<file path="config.mk">
export PLATFORM = sky130hd
export DESIGN_NAME = fractal_coord_gen
export DESIGN_NICKNAME = d
export VERILOG_FILES = /design/src/rtl/fcg_pkg.sv /design/src/rtl/fcg_view_reg.sv /design/src/rtl/fcg_raster_scan.sv /design/src/rtl/fcg_word_pack.sv /design/src/rtl/fractal_coord_gen.sv
export SDC_FILE = /design/constraint.sdc
export NUM_CORES = 1
export LEC_CHECK = 0
export ABC_CLOCK_PERIOD_IN_PS = 8800
export BUFFER_PORTS_ARGS = -buffer_cell sky130_fd_sc_hd__buf_2
export CAP_MARGIN = 20
export CORE_MARGIN = 2
export CORE_UTILIZATION = 35
export CTS_CLUSTER_SIZE = 12
export DETAILED_ROUTE_END_ITERATION = 10
export GPL_TIMING_DRIVEN = 0
export HOLD_SLACK_MARGIN = 0.05
export SLEW_MARGIN = 10
export SYNTH_ARGS = -nofsm -noshare
export SYNTH_HDL_FRONTEND = slang
export SYNTH_SLANG_ARGS = --single-unit
export TNS_END_PERCENT = 100
</file>
<file path="constraint.sdc">
create_clock -name clk_i -period 8.8 [get_ports clk_i]
set_input_delay 1.32 -clock clk_i [delete_from_list [all_inputs] [get_ports clk_i]]
set_output_delay 1.32 -clock clk_i [all_outputs]
set_load 0.005 [all_outputs]
</file>
<file path="src/rtl/fcg_pkg.sv">
package fcg_pkg;
  localparam int HFIELD_W = 10;
  localparam int VFIELD_W = 10;

  typedef enum logic [2:0] {
    CMD_PAN_UP    = 3'd0,
    CMD_PAN_DOWN  = 3'd1,
    CMD_PAN_LEFT  = 3'd2,
    CMD_PAN_RIGHT = 3'd3,
    CMD_ZOOM_IN   = 3'd4,
    CMD_ZOOM_OUT  = 3'd5,
    CMD_START     = 3'd6,
    CMD_RESTART   = 3'd7
  } fcg_cmd_e;

  typedef enum logic [1:0] {
    ST_IDLE   = 2'd0,
    ST_CORNER = 2'd1,
    ST_SCAN   = 2'd2
  } fcg_state_e;
endpackage

</file>
<file path="src/rtl/fcg_view_reg.sv">
module fcg_view_reg
  import fcg_pkg::*;
#(
  parameter int COORD_W   = 32,
  parameter int MAX_SH    = 21,
  parameter int INIT_SH   = 21,
  parameter int PAN_STEPS = 64,
  parameter int CRE_INIT  = -(2**28),
  parameter int CIM_INIT  = 0,
  localparam int SH_W     = $clog2(MAX_SH + 1)
) (
  input  logic               clk_i,
  input  logic               rst_ni,
  input  logic               busy_i,
  input  logic               cmd_valid_i,
  input  fcg_cmd_e           cmd_i,
  output logic [COORD_W-1:0] center_re_o,
  output logic [COORD_W-1:0] center_im_o,
  output logic [SH_W-1:0]    step_sh_o
);
  logic [COORD_W-1:0] cre_q, cim_q, pan_off;
  logic [SH_W-1:0]    sh_q;

  assign pan_off = COORD_W'(PAN_STEPS) << sh_q;

  always_ff @(posedge clk_i or negedge rst_ni) begin
    if (!rst_ni) begin
      cre_q <= COORD_W'(CRE_INIT);
      cim_q <= COORD_W'(CIM_INIT);
      sh_q  <= SH_W'(INIT_SH);
    end else if (cmd_valid_i && !busy_i) begin
      case (cmd_i)
        CMD_PAN_UP:    cim_q <= cim_q + pan_off;
        CMD_PAN_DOWN:  cim_q <= cim_q - pan_off;
        CMD_PAN_LEFT:  cre_q <= cre_q - pan_off;
        CMD_PAN_RIGHT: cre_q <= cre_q + pan_off;
        CMD_ZOOM_IN:   if (sh_q != '0) sh_q <= sh_q - SH_W'(1);
        CMD_ZOOM_OUT:  if (sh_q != SH_W'(MAX_SH)) sh_q <= sh_q + SH_W'(1);
        default: ;
      endcase
    end
  end

  assign center_re_o = cre_q;
  assign center_im_o = cim_q;
  assign step_sh_o   = sh_q;

  AST_VIEW_FROZEN: assert property (@(posedge clk_i) disable iff (!rst_ni) busy_i |=> ($stable(cre_q) && $stable(cim_q) && $stable(sh_q))) else $error("view changed while busy");
  AST_SHIFT_LIMIT: assert property (@(posedge clk_i) disable iff (!rst_ni) (cmd_valid_i && cmd_i == CMD_ZOOM_OUT && sh_q == SH_W'(MAX_SH)) |=> (sh_q == SH_W'(MAX_SH))) else $error("zoom out past limit");
endmodule

</file>
<file path="src/rtl/fcg_raster_scan.sv">
module fcg_raster_scan
  import fcg_pkg::*;
#(
  parameter int H_PIXELS = 1024,
  parameter int V_LINES  = 768,
  parameter int COORD_W  = 32,
  parameter int SH_W     = 5,
  localparam int HCNT_W  = $clog2(H_PIXELS),
  localparam int VCNT_W  = $clog2(V_LINES)
) (
  input  logic               clk_i,
  input  logic               rst_ni,
  input  logic               start_i,
  input  logic               abort_i,
  input  logic [COORD_W-1:0] center_re_i,
  input  logic [COORD_W-1:0] center_im_i,
  input  logic [SH_W-1:0]    step_sh_i,
  input  logic               fifo_full_i,
  output logic               valid_o,
  output logic [HCNT_W-1:0]  h_o,
  output logic [VCNT_W-1:0]  v_o,
  output logic [COORD_W-1:0] re_o,
  output logic [COORD_W-1:0] im_o,
  output logic               busy_o,
  output logic               done_o
);
  localparam logic [COORD_W-1:0] H_HALF = COORD_W'(H_PIXELS / 2);
  localparam logic [COORD_W-1:0] V_HALF = COORD_W'(V_LINES / 2);

  fcg_state_e         state_q;
  logic [HCNT_W-1:0]  h_q;
  logic [VCNT_W-1:0]  v_q;
  logic [COORD_W-1:0] cur_re_q, cur_im_q, left_re_q, step;
  logic [SH_W-1:0]    sh_q;
  logic               done_q, push, h_last, v_last;

  assign step   = {{(COORD_W-1){1'b0}}, 1'b1} << sh_q;
  assign push   = (state_q == ST_SCAN) && !fifo_full_i;
  assign h_last = (h_q == HCNT_W'(H_PIXELS - 1));
  assign v_last = (v_q == VCNT_W'(V_LINES - 1));

  always_ff @(posedge clk_i or negedge rst_ni) begin
    if (!rst_ni) begin
      state_q   <= ST_IDLE;
      h_q       <= '0;
      v_q       <= '0;
      cur_re_q  <= '0;
      cur_im_q  <= '0;
      left_re_q <= '0;
      sh_q      <= '0;
      done_q    <= 1'b0;
    end else begin
      done_q <= 1'b0;
      case (state_q)
        ST_IDLE: if (start_i) begin
          sh_q    <= step_sh_i;
          state_q <= ST_CORNER;
        end
        ST_CORNER: begin
          // corner from shifts: offsets are half-frame counts of a power-of-two step
          left_re_q <= center_re_i - (H_HALF << sh_q);
          cur_re_q  <= center_re_i - (H_HALF << sh_q);
          cur_im_q  <= center_im_i + (V_HALF << sh_q);
          h_q       <= '0;
          v_q       <= '0;
          state_q   <= ST_SCAN;
        end
        ST_SCAN: if (push) begin
          if (h_last) begin
            h_q      <= '0;
            cur_re_q <= left_re_q;
            cur_im_q <= cur_im_q - step;
            v_q      <= v_q + VCNT_W'(1);
            if (v_last) begin
              state_q <= ST_IDLE;
              done_q  <= 1'b1;
            end
          end else begin
            h_q      <= h_q + HCNT_W'(1);
            cur_re_q <= cur_re_q + step;
          end
        end
        default: state_q <= ST_IDLE;
      endcase
      if (abort_i) begin
        state_q <= ST_IDLE;
        done_q  <= 1'b0;
      end
    end
  end

  assign valid_o = (state_q == ST_SCAN);
  assign busy_o  = (state_q != ST_IDLE);
  assign done_o  = done_q;
  assign h_o     = h_q;
  assign v_o     = v_q;
  assign re_o    = cur_re_q;
  assign im_o    = cur_im_q;

  AST_STALL_HOLD: assert property (@(posedge clk_i) disable iff (!rst_ni) (valid_o && fifo_full_i && !abort_i) |=> (valid_o && $stable(h_q) && $stable(v_q) && $stable(cur_re_q) && $stable(cur_im_q))) else $error("item moved during stall");
  AST_ABORT_IDLE: assert property (@(posedge clk_i) disable iff (!rst_ni) abort_i |=> (!valid_o && !busy_o && !done_o)) else $error("restart did not idle");
  AST_DONE_AFTER_LAST: assert property (@(posedge clk_i) disable iff (!rst_ni) done_o |-> $past(valid_o && !fifo_full_i && h_last && v_last)) else $error("done without final push");
  AST_SCAN_CONTINUES: assert property (@(posedge clk_i) disable iff (!rst_ni) (valid_o && !abort_i && !(h_last && v_last)) |=> valid_o) else $error("scan dropped early");
endmodule

</file>
<file path="src/rtl/fcg_word_pack.sv">
module fcg_word_pack
  import fcg_pkg::*;
#(
  parameter int COORD_W = 32,
  parameter int HCNT_W  = 10,
  parameter int VCNT_W  = 10,
  localparam int WORD_W = 2 * COORD_W + HFIELD_W + VFIELD_W
) (
  input  logic [HCNT_W-1:0]  h_i,
  input  logic [VCNT_W-1:0]  v_i,
  input  logic [COORD_W-1:0] re_i,
  input  logic [COORD_W-1:0] im_i,
  output logic [WORD_W-1:0]  word_o
);
  assign word_o = {im_i, re_i, VFIELD_W'(v_i), HFIELD_W'(h_i)};
endmodule

</file>
<file path="src/rtl/fractal_coord_gen.sv">
module fractal_coord_gen
  import fcg_pkg::*;
#(
  parameter int H_PIXELS  = 1024,
  parameter int V_LINES   = 768,
  parameter int COORD_W   = 32,
  parameter int MAX_SH    = 21,
  parameter int INIT_SH   = 21,
  parameter int PAN_STEPS = 64,
  parameter int CRE_INIT  = -(2**28),
  parameter int CIM_INIT  = 0
) (
  input  logic                    clk_i,
  input  logic                    rst_ni,
  input  logic                    cmd_valid_i,
  input  logic [2:0]              cmd_i,
  input  logic                    fifo_full_i,
  output logic                    item_valid_o,
  output logic [2*COORD_W+19:0]   item_data_o,
  output logic                    busy_o,
  output logic                    done_o
);
  localparam int SH_W   = $clog2(MAX_SH + 1);
  localparam int HCNT_W = $clog2(H_PIXELS);
  localparam int VCNT_W = $clog2(V_LINES);

  fcg_cmd_e           cmd;
  logic               start_go, abort, busy;
  logic [COORD_W-1:0] cre, cim, re, im;
  logic [SH_W-1:0]    sh;
  logic [HCNT_W-1:0]  h;
  logic [VCNT_W-1:0]  v;

  assign cmd      = fcg_cmd_e'(cmd_i);
  assign start_go = cmd_valid_i && (cmd == CMD_START) && !busy;
  assign abort    = cmd_valid_i && (cmd == CMD_RESTART);

  fcg_view_reg #(
    .COORD_W(COORD_W), .MAX_SH(MAX_SH), .INIT_SH(INIT_SH),
    .PAN_STEPS(PAN_STEPS), .CRE_INIT(CRE_INIT), .CIM_INIT(CIM_INIT)
  ) u_view (
    .clk_i, .rst_ni, .busy_i(busy), .cmd_valid_i, .cmd_i(cmd),
    .center_re_o(cre), .center_im_o(cim), .step_sh_o(sh)
  );

  fcg_raster_scan #(
    .H_PIXELS(H_PIXELS), .V_LINES(V_LINES), .COORD_W(COORD_W), .SH_W(SH_W)
  ) u_scan (
    .clk_i, .rst_ni, .start_i(start_go), .abort_i(abort),
    .center_re_i(cre), .center_im_i(cim), .step_sh_i(sh),
    .fifo_full_i, .valid_o(item_valid_o), .h_o(h), .v_o(v),
    .re_o(re), .im_o(im), .busy_o(busy), .done_o
  );

  fcg_word_pack #(
    .COORD_W(COORD_W), .HCNT_W(HCNT_W), .VCNT_W(VCNT_W)
  ) u_pack (
    .h_i(h), .v_i(v), .re_i(re), .im_i(im), .word_o(item_data_o)
  );

  assign busy_o = busy;

  AST_START_BUSY: assert property (@(posedge clk_i) disable iff (!rst_ni) start_go |=> busy_o) else $error("start not taken");
endmodule

</file>
==> impl_metrics.json, run 1 <==
{
  "outcome": "finished clean",
  "cp_slowest_stage_delay_ns": 0.59,
  "max_freq_mhz": 151,
  "switching_share": 0.521,
  "power_frac_seq": 0.186,
  "drc": 0,
  "p_total_mw": 8.39,
  "cts_sinks": 180,
  "synth_cells": 2042,
  "max-cap-violations": 0,
  "synth_edf_count": 0,
  "ys_top_cells_by_area": "dfrtp_1 (26%), ha_1 (13%), o21ai_0 (6.6%)",
  "dp_hpwl_um": 43900,
  "die_h_um": 220,
  "holdWs_ns": 0.462,
  "final_layout_size_suffix_gt1_frac": 0.0850,
  "cts_max_level": 4,
  "ys_warn_count": 0,
  "slew_violations": 0,
  "cp_max_fo": 10,
  "peakVddDrop_mv": 0.187,
  "area.growth.synth_to_final_pct": 11.3,
  "synth_top_cell_area_share": 0.264,
  "cts_setup_buffers": 0,
  "cp.arrival_ns": 6.99,
  "end_kind": "register",
  "drt_first_pass_iters": 5,
  "yosysMostFrequentCell": "nand2_1",
  "syn_avg_cell_area_um2": 8.03,
  "leakagePower_nw": 8.64,
  "max-slew-margin-rel": 0.366,
  "fin_skew_ns": 0.0159,
  "powerDensity_mw_per_mm2": 460,
  "setup_total_negative_slack_ns": 0,
  "io_pins": 94,
  "numCtsBuffers": 17,
  "coreArea_mm2": 0.0464,
  "grt_pass1_wl_um": 86700,
  "synthesis.nets": 2228,
  "grt_util_all_layers": 0.233,
  "gr-total-overflow": 0,
  "drt_wl_total_um": 56100,
  "critPathLaunchType": "register",
  "synth_area_mm2": 0.0164,
  "power.internal_mw": 4.02,
  "clkPwrFrac": 0.097,
  "worstSetupPathType": "reg -> reg",
  "async_reset_ff_frac": 1.00,
  "ctsResizeCount": 0,
  "crit_path_top_delay_cell": "dfstp_2",
  "initial_utilization": 0.354,
  "die_area_mm2": 0.0486,
  "yosysTopAreaCell": "dfrtp_1",
  "grt_max_degree": 104,
  "pwr-share-comb": 0.716,
  "rows": 79,
  "antenna_cells": 0,
  "cts_tree": "built",
  "synth_ff_type": "dfrtp_1",
  "nets": 2338,
  "worstHoldPathType": "reg -> reg",
  "synth_commonest_cells": "nand2_1 (242), o21ai_0 (217), a21oi_1 (180)",
  "cts_hold_buf": 0,
  "tightestPinTransition_ns": 0.948,
  "cts.root.buffer_cell": "clkbuf_16",
  "synth.distinct_cells": 79,
  "finalCritPeriodShare": 0.755,
  "rsz0062_at_grt": "false",
  "period_minus_slack_ns": 6.64,
  "io_buffer_count": 90,
  "hold_violations": 0,
  "synth-seq-cells": 180,
  "via_count": 15744,
  "clock_path_buffers": 2,
  "clk_pin_slew_ns": 0.07,
  "switchingPower_mw": 4.37,
  "vias_per_cell": 5.68,
  "grt_pass1_vias": 15002,
  "crit_chain": "clkbuf_1 -> clkbuf_1 -> nor2_1 -> nand2_1 -> ha_1 -> clkbuf_1 -> o21ai_0 -> nand2_1 -> nor2_1 -> a31oi_1 -> ha_1 -> and4_1 -> and2_4 -> a211oi_2 -> nor3b_2 -> a21oi_2 -> a311o_2 -> a2111o_1 -> nand3_1 -> or3b_1 -> xnor2_1",
  "detail_route.iter0.violations": 1518,
  "setup_viol_count_final": 0,
  "place_congestion": 0.951,
  "clk_latency_ns": 0.47,
  "required_ns": 9.15,
  "fp.dieW_um": 220,
  "antenna_found_initial": 1,
  "critPathMostFrequentCell": "clkbuf_1",
  "ys_seq_area_frac": 0.275,
  "post-route-util": 0.394,
  "ant_nets": 0,
  "post_drt_wl_per_cell_um": 20.2
}
[sequential cells by signal, indices dropped and copies added (netlist names), 10 cells and up]
signal and count:
u_scan.h_o 10, u_scan.im_o 32, u_scan.left_re_q 28, u_scan.re_o 32, u_scan.v_o 10, u_view.center_im_o 29, u_view.center_re_o 26
[metal layers]
| metal | GRT usage | up-vias | routed length (um) |
|---|---|---|---|
| met3 | 0.0242 | 106 | 2820 |
| met2 | 0.370 | 502 | 25200 |
| met1 | 0.318 | 7538 | 25800 |
| met5 | 0 | - | 11 |
| met4 | 0.106 | 2 | 2250 |
| li1 | - | 7596 | - |
[power groups by stage]
stage | Clock, mW | Combinational (mW) | Sequential [mW]
after floorplan | 0 | 4.38 | 1.43
after global placement | 0 | 5.77 | 1.56
after detailed placement | 0 | 5.90 | 1.57
after CTS | 0.830 | 5.93 | 1.56
after global routing | 0.862 | 6.69 | 1.60
final | 0.818 | 6.01 | 1.56
[critical path: cells and delay by family, from the launching register on]
| kind | cells | cell delay (ns) |
|---|---|---|
| DFF | 1 | 0.59 |
| and+or+nand+nor | 9 | 1.78 |
| xor gates and xnor gates | 1 | 0.14 |
| adders and majority gates | 2 | 0.80 |
| buffers and inverters | 3 | 1.36 |
| AOI/OAI and AO/OA | 6 | 1.84 |
[area by class of cell]
| class | instances | area, um2 |
|---|---|---|
| buffer | 95 | 357 |
| clock buffer | 21 | 450 |
| clock inverter | 11 | 151 |
| fill | 4734 | 28100 |
| inverter | 77 | 289 |
| multi-input combinational | 1690 | 11200 |
| sequential | 180 | 4510 |
| tap | 607 | 759 |
| timing repair buffer | 91 | 488 |
[kinds of logic after synthesis]
| logic type | share of synthesized area |
|---|---|
| AO/OA/AOI/OAI | 0.258 |
| flip-flops | 0.275 |
| XOR/XNOR | 0.0812 |
| multiplexers | 0.0307 |
| AND/OR/NAND/NOR | 0.177 |
| adder cells (fa/ha/maj) | 0.139 |
| buffers and inverters | 0.0394 |
[through the flow]
step	setup WS (ns)	cells	instance area, um2
2_1_floorplan	3.54	2042	16400
3_3_place_gp	2.41	2739	17600
3_5_place_dp	2.35	2740	17600
4_1_cts	2.32	2772	18200
5_1_grt	2.02	2772	18200
6_report	2.16	2772	18200
[path summary, 6_finish.rpt]
| path | slack (ns) | from | cells after the start | endpoint |
|---|---|---|---|---|
| worst max-delay path | 2.16 | u_view.step_sh_o[2] | 21 | u_view.center_im_o[31] |
| worst min-delay path | 0.46 | u_view.center_im_o[3] | 1 | u_view.center_im_o[3] |
| worst max register to register | 2.16 | u_view.step_sh_o[2] | 21 | u_view.center_im_o[31] |
| worst min register to register | 0.46 | u_view.center_im_o[3] | 1 | u_view.center_im_o[3] |
| max in group asynchronous | 7.01 | rst_ni | 2 | u_scan.im_o[20] |
| min in group asynchronous | 0.79 | rst_ni | 1 | u_view.center_re_o[14] |
[cell usage in the layout, fill, tap and decap left out, types with 19 or more instances in the layout]
cell type  netlist  layout
inv_1           77      77
buf_2            0      89
nor2_1         161     161
a21oi_1        180     180
nor2b_1         34      34
ha_1           174     174
o21a_1          21      21
clkbuf_1        87      90
nand3_1         50      50
a211oi_1        19      19
nand2b_1        28      28
a31oi_1         21      21
xnor2_1         73      73
a21o_1          69      69
xor2_1          79      79
dfrtp_1        173     173
nor3_1          33      33
nand2_1        242     242
o21ai_0        217     217
mux2_2          34      34
(Power assumes the default switching activity.)
==> inputs of run 2 (changes only) <==
--- a/config.mk
+++ b/config.mk
@@ -5,7 +5,7 @@
 export SDC_FILE = /design/constraint.sdc
 export NUM_CORES = 1
 export LEC_CHECK = 0
-export ABC_CLOCK_PERIOD_IN_PS = 8800
+export ABC_CLOCK_PERIOD_IN_PS = 6630
 export BUFFER_PORTS_ARGS = -buffer_cell sky130_fd_sc_hd__buf_2
 export CAP_MARGIN = 20
 export CORE_MARGIN = 2
==> constraint.sdc (replaced) <==
create_clock -name clk_i -period 6.63 [get_ports clk_i]
set_input_delay 0.9945 -clock clk_i [delete_from_list [all_inputs] [get_ports clk_i]]
set_output_delay 0.9945 -clock clk_i [all_outputs]
set_load 0.005 [all_outputs]
==> impl_metrics.json, run 2 (synthesis results as in run 1) <==
{
  "outcome": "finished clean",
  "via_count": 15731,
  "cts_tree": "built",
  "io_pins": 94,
  "setup_total_negative_slack_ns": 0,
  "mostFrequentLayoutCell": "nand2_1",
  "antenna_cells": 0,
  "setup_viol_count_final": 0,
  "fillCellCount": 4734,
  "holdCritStartpoint": "u_view.center_im_o[3]",
  "coreArea_mm2": 0.0464,
  "worstSetupPathType": "reg -> reg",
  "tightestPinTransition_ns": 0.948,
  "fp.dieW_um": 220,
  "powerDensity_mw_per_mm2": 610,
  "critPathLaunchType": "register",
  "finalCritPeriodShare": 0.967,
  "whs_path_depth": 1,
  "crit_chain": "clkbuf_1 -> clkbuf_2 -> nor2_1 -> nand2_1 -> ha_1 -> clkbuf_1 -> o21ai_0 -> nand2_1 -> nor2_1 -> a31oi_1 -> ha_1 -> and4_1 -> and2_4 -> a211oi_2 -> nor3b_2 -> a21oi_2 -> a311o_2 -> a2111o_1 -> nand3_1 -> or3b_1 -> xnor2_1",
  "gr-total-overflow": 0,
  "rows": 79,
  "dp_hpwl_um": 43900,
  "place_congestion": 0.951,
  "ant_nets": 0,
  "finalWorstSetupSlack_ns": 0.217,
  "nets": 2338,
  "cp_slowest_stage_delay_ns": 0.59,
  "worstHoldPathType": "reg -> reg",
  "cts_setup_buffers": 0,
  "final_cells": 2772,
  "max-cap-violations": 0,
  "drt_first_pass_iters": 6,
  "clk_pin_slew_ns": 0.07,
  "grt_max_degree": 104,
  "reg2regPathDepth": 21,
  "drc": 0,
  "r2r_end": "u_view.center_im_o[31]",
  "cts.root.buffer_cell": "clkbuf_16",
  "slew_violations": 0,
  "place_ws_ns": 0.177,
  "detail_route.iter0.violations": 1518,
  "end_kind": "register",
  "grt_pass1_wl_um": 86700,
  "whs_endpoint": "u_view.center_im_o[3]",
  "rrSetupSlack_ns": 0.22,
  "io_buffer_count": 90,
  "grt_pass1_vias": 15002,
  "die_h_um": 220,
  "clk_latency_ns": 0.47,
  "max_freq_mhz": 156,
  "crit_path_top_delay_cell": "dfstp_2",
  "cts_sinks": 180,
  "post_drt_wl_per_cell_um": 20.2,
  "grt_util_all_layers": 0.233,
  "r2r-start": "u_view.step_sh_o[2]",
  "final_layout_size_suffix_gt1_frac": 0.0855,
  "leakagePower_nw": 8.65,
  "hold_violations": 0,
  "die_area_mm2": 0.0486,
  "cp.arrival_ns": 6.76,
  "drt_wl_total_um": 56100,
  "peakVddDrop_mv": 0.248,
  "cts_max_level": 4,
  "period_minus_slack_ns": 6.41,
  "fin_skew_ns": 0.0154,
  "antenna_found_initial": 1,
  "numCtsBuffers": 17,
  "cp_max_fo": 10,
  "vias_per_cell": 5.67,
  "p_total_mw": 11.1,
  "worst-path-buf-inv": 3,
  "area.growth.synth_to_final_pct": 11.3,
  "rsz0062_at_grt": "false",
  "dp.cells": 2740,
  "mostFrequentLayoutCells": "nand2_1 (242), o21ai_0 (217), a21oi_1 (180), ha_1 (174), dfrtp_1 (173)",
  "crit_family": "compound AO/OA/AOI/OAI gates",
  "clock_path_buffers": 2,
  "post-route-util": 0.394,
  "required_ns": 6.98,
  "initial_utilization": 0.354,
  "max-slew-margin-rel": 0.366
}
[run 2: what timing repair did]
action | 4_1_cts | 5_1_grt
resized for setup | 0 | 2
setup endpoints to repair | 0 | 1
hold buffers | 0 | 0
[run 2: metrics by stage]
stage | hold WS, ns | cell area (um2)
floorplan | 0.428 | 16400
global placement | 0.440 | 17600
detailed placement | 0.447 | 17600
CTS | 0.463 | 18200
global route | 0.488 | 18300
finish | 0.462 | 18300
[run 2: final cells by class]
cell class | count | area, um2 | area share
clock inverters | 11 | 151 | 0.00830
clock buffers | 21 | 450 | 0.0247
plain buffers | 95 | 358 | 0.0196
inverters | 77 | 289 | 0.0158
well taps | 607 | 759 | 0.0416
multi-input cells | 1690 | 11200 | 0.616
repair buffers | 91 | 488 | 0.0267
flip-flops and latches | 180 | 4510 | 0.247
[run 2: metal layers]
layer,GRT usage,routed length (um)
met4,0.106,2280
met3,0.0242,2960
met5,0,11
met1,0.318,25700
met2,0.370,25200
[run 2: how the worst max path moves through the flow]
stage                        start                      to  slack (ns)  cells after the start
6_report       u_view.step_sh_o[2]  u_view.center_im_o[31]        0.22                     21
5_1_grt        u_view.step_sh_o[2]  u_view.center_im_o[31]        0.06                     21
4_1_cts        u_view.step_sh_o[2]  u_view.center_im_o[31]        0.15                     21
3_5_place_dp   u_view.step_sh_o[2]  u_view.center_im_o[31]        0.18                     21
3_3_place_gp   u_view.step_sh_o[2]  u_view.center_im_o[31]        0.24                     21
2_1_floorplan  u_view.step_sh_o[2]  u_view.center_im_o[31]        1.68                     20
[run 2: power by group]
| part | internal [mW] | switching, mW | total, mW |
|---|---|---|---|
| combinational | 3.16 | 4.82 | 7.98 |
| sequential | 1.57 | 0.500 | 2.07 |
| clock | 0.605 | 0.481 | 1.09 |
